File: config.mk
export PLATFORM = sky130hd
export DESIGN_NAME = dual_addr_latch
export DESIGN_NICKNAME = d
export VERILOG_FILES = /design/src/rtl/dual_addr_latch.sv
export SDC_FILE = /design/constraint.sdc
export NUM_CORES = 1
export LEC_CHECK = 0
export BUFFER_PORTS_ARGS = -buffer_cell sky130_fd_sc_hd__buf_4
export CAP_MARGIN = 0
export CORE_AREA = 10 10 47 49
export CTS_CLUSTER_SIZE = 25
export DETAILED_ROUTE_END_ITERATION = 16
export DIE_AREA = 0 0 57 59
export GPL_ROUTABILITY_DRIVEN = 1
export MAX_ROUTING_LAYER = met4
export PLACE_DENSITY_LB_ADDON = 0.1
export RECOVER_POWER = 50
export SETUP_SLACK_MARGIN = 0.2
export SYNTH_ARGS = -nofsm -noshare
export SYNTH_HDL_FRONTEND = slang
export SYNTH_SLANG_ARGS = --single-unit
File: constraint.sdc
create_clock -name clk -period 0.9 [get_ports clk]
set_input_delay 0.18 -clock clk [delete_from_list [all_inputs] [get_ports clk]]
set_output_delay 0.18 -clock clk [all_outputs]
set_load 0.05 [all_outputs]
File: src/rtl/dual_addr_latch.sv
module dual_addr_latch #(
  parameter int NUM_BANKS = 2,
  parameter int BANK_BITS = 4,
  parameter int ADDR_W    = $clog2(BANK_BITS)
) (
  input  logic                           clk,
  input  logic                           rst,
  input  logic                           en_n,
  input  logic                           clr_n,
  input  logic [ADDR_W-1:0]              addr,
  input  logic [NUM_BANKS-1:0]           din,
  output logic [NUM_BANKS*BANK_BITS-1:0] q
);

  localparam int TOTAL = NUM_BANKS * BANK_BITS;

  logic             write_on;
  logic             wipe_others;
  logic [TOTAL-1:0] state_q;

  // write: en_n low; neighbours forced low: clr_n low
  assign write_on    = !en_n;
  assign wipe_others = !clr_n;

  for (genvar b = 0; b < NUM_BANKS; b++) begin : g_bank
    for (genvar i = 0; i < BANK_BITS; i++) begin : g_bit
      logic hit;
      logic nxt;
      assign hit = (addr == ADDR_W'(i));

      always_comb begin
        if (write_on && hit)  nxt = din[b];
        else if (wipe_others) nxt = 1'b0;
        else                  nxt = state_q[b*BANK_BITS+i];
      end

      always_ff @(posedge clk) begin
        if (rst) state_q[b*BANK_BITS+i] <= 1'b0;
        else     state_q[b*BANK_BITS+i] <= nxt;
      end
    end
  end

  assign q = state_q;

endmodule

==> results.yml, run 1 <==
final_layout:
  final_cell_mix: "nand3b_1, mux2i_1, buf_4, buf_8, dfxtp_4"
  fin_area_um2: 632
  layout_commonest_cell: "nand3b_1"
  layout.nets: 61
  drive_gt1_share_pct: 59.6
  largest_register_ffs: 8
  syn2layout_area_growth_pct: 80.4
  diodes: 0
timing:
  setup_viol: 8
  finalWorstSetupSlack_ns: -0.0466
  fin_tns_setup_ns: -0.290
  hold_viol: 0
  finalMaxSlewViolations: 0
  rsz0062_at_grt: "yes"
  fmax_mhz: 1060
  min_period_ns: 0.947
  fin_crit_sh_pct: 105
  maxSlewHeadroom_pct: 83.3
  fin_worst_skew_ns: 0
  worst_pin_slew_ns: 0.249
pwr:
  power_switching_uw: 222
  pwr-share-clk_pct: 38.9
  pwr-share-comb_pct: 17.3
  seq_power_share_pct: 43.9
  irDropWorstVdd_mv: 0.668
  powerDensity_nw_per_um2: 1290
  p_sw_share_pct: 27.3
  leakagePower_uw: 0.000268
  p_int_uw: 592
cts:
  ctsHoldBuffers: 0
  cts_tree: "done"
  clk_path_buf_depth: 2
  cts_max_level: 1
  root_buffer: "clkbuf_4"
  numCtsBuffers: 3
  clkTransAtPathRegs_ns: 0.06
  clock_sinks: 8
  clk_latency_ns: 0.26
floorplan:
  die_w_um: 57
  rows: 14
  fp.coreArea_um2: 1400
  dieArea_um2: 3360
  die_h_um: 59
  io-pin-count: 16
  start_util_pct: 25.0
placement:
  routabilityCongestion: 0.640
  placed_area_um2: 514
  portBuffers: 15
  place_ws_ns: -0.0498
  dpl.hpwl_um: 794
grt:
  grt_pass1_wl_um: 1670
  grt_max_degree: 11
  grt_usage_pct: 6.86
  grt_pass1_vias: 348
  antenna_found_initial: 0
  overflow: 0
logic_synthesis:
  ys_seq_area_share_pct: 45.7
  synth_warnings: 0
  synth-seq-cells: 8
  syn_avg_cell_area_um2: 11.3
  yosys.area.top_type_share_pct: 45.7
  synth_nets: 39
  yosys.cell_types.count: 7
  syn-cell-area_um2: 350
  yosys.area.top_type: "dfxtp_1"
  synth_area_leaders: "dfxtp_1, mux2i_1, nand3b_1"
  syn-instance-count: 31
critical_path:
  crit_path_top_delay_cell: "dfxtp_4"
  worstPathMaxFanout: 2
  crit_family: "flip-flops"
  critPathMaxStageDelay_ns: 0.36
  required_ns: 0.72
  cp-start-kind: "register"
  path_cells: "buf_8"
  cp_num_buf_inv: 1
  endpoint_kind: "output pin"
  path_class: "reg -> out"
  crit_arrival_ns: 0.77
route:
  vias: 318
  drc: 0
  wl_um: 1020
  ant_nets: 0
  dr.pass1.iters: 4
  vias_per_cell: 4.68
  drtIter0Drc: 2
  wl_per_cell_um: 15.0
run_status:
  violations: "negative setup slack"
  status: "finished, violations left"
hold_path:
  min_path_type: "in -> reg"
job:
  drv_cap: 0
metrics by stage:
stage / power, uW / hold slack, ns / util, % / std cells
after CTS: 822 / 0.211 / 43.4 / 66
after global placement: 481 / 0.474 / 36.7 / 61
final: 814 / 0.216 / 45.1 / 68
after floorplan: 431 / 0.355 / - / 31
after global routing: 854 / 0.224 / 45.1 / 68
after detailed placement: 485 / 0.484 / 36.7 / 61
layout make-up:
type / instances / area, um2
Fill cell: 137 / 769
Timing Repair Buffer: 18 / 203
Multi-Input combinational cell: 22 / 198
Sequential cell: 8 / 185
Clock buffer: 4 / 26.3
Tap cell: 16 / 20.0
layer usage:
layer	wire length (um)	share of wire, %	vias up	track usage (%)
met1	386	38	150	6.45
met3	89	8.7	4	3.00
met4	38	3.7	0	8.05
li1	-	-	153	-
met5	0	0	-	-
met2	507	50	11	9.61
path summary, 6_finish.rpt:
kind / from / end / slack, ns / cells after the start
min reg2reg: q[4]$_SDFFE_PP0P_ / q[4]$_SDFFE_PP0P_ / 0.51 / 2
max: q[6]$_SDFFE_PP0P_ / q[6] / -0.05 / 1
max reg2reg: q[0]$_SDFFE_PP0P_ / q[0]$_SDFFE_PP0P_ / 0.12 / 4
min: addr[0] / q[6]$_SDFFE_PP0P_ / 0.22 / 3
cells by family (layout without fill, tap and decap cells):
group,after synthesis,count (layout),synth area share (%)
buf+inv,1,22,1.07
flops,8,8,45.7
mux,8,8,22.9
simple gates,14,14,30.4
power groups by stage:
stage	logic [uW]	clock network, uW	registers, uW
floorplan	38.9	0	392
global placement	120	0	361
detailed placement	123	0	362
CTS	137	328	357
global route	149	347	358
finish	140	316	357
cell usage after synthesis:
cell type / number
nand2b_1: 2
nor3b_1: 2
clkbuf_1: 1
dfxtp_1: 8
nand3b_1: 9
or3_4: 1
mux2i_1: 8
repair_timing:
item	in CTS	in global routing
pin swaps	0	0
endpoints found under the setup margin	8	11
setup buffers	1	2
cloned	0	0
resized for setup	16	3
Power figures use the tool's default switching activity.
==> inputs of run 2 (changes only) <==
CTS_BUF_LIST = sky130_fd_sc_hd__clkbuf_8   (was unset)
PLACE_DENSITY_LB_ADDON = unset   (was 0.1)
==> results.yml, run 2 (synthesized netlist as in run 1, its figures left out) <==
run_status:
  status: "finished, violations left"
  violations: "negative setup slack"
critical_path:
  crit_family: "flip-flops"
  crit_arrival_ns: 0.72
  required_ns: 0.72
  cp-start-kind: "register"
  worstPathMaxFanout: 2
  path_cells: "buf_8"
  endpoint_kind: "output pin"
  r2r_start: "q[0]$_SDFFE_PP0P_"
  path_class: "reg -> out"
  crit_path_top_delay_cell: "dfxtp_2"
  cp_num_buf_inv: 1
  worstSetupStartpoint: "q[0]$_SDFFE_PP0P_"
  critPathMaxStageDelay_ns: 0.34
final_layout:
  syn2layout_area_growth_pct: 82.9
  drive_gt1_share_pct: 60.0
  fin_area_um2: 641
  diodes: 0
  layout.nets: 59
  multiInputGateArea_um2: 203
  largest_register_ffs: 8
  fillCellCount: 144
  utilization_pct: 45.7
  seq_area_um2: 185
  final_cell_mix: "nand3b_1, mux2i_1, buf_8"
  layout_commonest_cell: "nand3b_1"
cts:
  cts_tree: "done"
  clkTransAtPathRegs_ns: 0.04
  root_buffer: "clkbuf_8"
  cts_max_level: 1
  clk_path_buf_depth: 2
  clock_sinks: 8
  ctsHoldBuffers: 0
  numCtsBuffers: 3
  clk_latency_ns: 0.23
pwr:
  leakagePower_uw: 0.000272
  irDropWorstVdd_mv: 0.790
  powerDensity_nw_per_um2: 1480
timing:
  finalWorstSetupSlack_ns: -0.000591
  fin_crit_sh_pct: 100
  worst_pin_slew_ns: 0.258
  fmax_mhz: 1110
  rsz0062_at_grt: "yes"
  hold_viol: 0
  setup_viol: 1
  fin_worst_skew_ns: 0
  min_period_ns: 0.901
  maxSlewHeadroom_pct: 82.7
  timing.hold.ws_ns: 0.243
  finalMaxSlewViolations: 0
route:
  wl_per_cell_um: 15.0
  vias_per_cell: 4.53
  drtIter0Drc: 1
  drc: 0
  wl_um: 992
  ant_nets: 0
  dr.pass1.iters: 2
  vias: 299
floorplan:
  die_h_um: 59
  io-pin-count: 16
  fp.coreArea_um2: 1400
  start_util_pct: 25.0
  dieArea_um2: 3360
  rows: 14
  die_w_um: 57
job:
  drv_cap: 0
hold_path:
  min_path_type: "in -> reg"
  hold_path.startpoint: "en_n"
placement:
  portBuffers: 15
  routabilityCongestion: 0.625
  place_ws_ns: -0.0552
  placed_area_um2: 514
grt:
  grt_max_degree: 11
  overflow: 0
  grt_pass1_vias: 373
  antenna_found_initial: 0
  grt_pass1_wl_um: 1710
  grt_usage_pct: 6.85
## run 2: metal layers
metal | share of wire (%) | wire [um] | global-route usage (%) | vias up
met5 | 0 | 0 | - | -
met4 | 1.0 | 10 | 3.02 | 0
met3 | 7.3 | 72 | 4.94 | 3
met2 | 58 | 577 | 11.9 | 8
met1 | 33 | 331 | 5.37 | 139
li1 | - | - | - | 149
## run 2: cell type report
type / instances / share of cell area, %
repair buffers: 16 / 29.3
multi-input cells: 22 / 31.6
clock inverters: 1 / 0.586
well taps: 16 / 3.13
clock buffers: 3 / 6.45
flip-flops and latches: 8 / 28.9
## run 2: timing repair
item,CTS,global route
pin swaps,1,1
setup buffers,0,1
resized for setup,17,2
endpoints found under the setup margin,10,11
## run 2: report_power, final
part / leakage, uW / switching (uW) / internal, uW
Sequential: 0.0000705 / 7.51 / 352
Clock: 0.0000269 / 153 / 296
Combinational: 0.000174 / 70.0 / 71.9
Total: 0.000272 / 230 / 720
## run 2: stage by stage
step | power, uW | cells | TNS [ns]
after floorplan | 431 | 31 | 0
after global placement | 484 | 61 | -0.0826
after detailed placement | 484 | 61 | -0.109
after CTS | 954 | 65 | -0.0265
after global routing | 1010 | 66 | -0.162
final | 950 | 66 | -0.000591
## run 2: path summary, 6_finish.rpt
check | endpoint | slack, ns | cells past startpoint
setup / recovery | q[0] | -0.0006 | 1
hold / removal | q[6]$_SDFFE_PP0P_ | 0.24 | 3
setup reg to reg | q[0]$_SDFFE_PP0P_ | 0.19 | 3
hold reg to reg | q[4]$_SDFFE_PP0P_ | 0.51 | 2
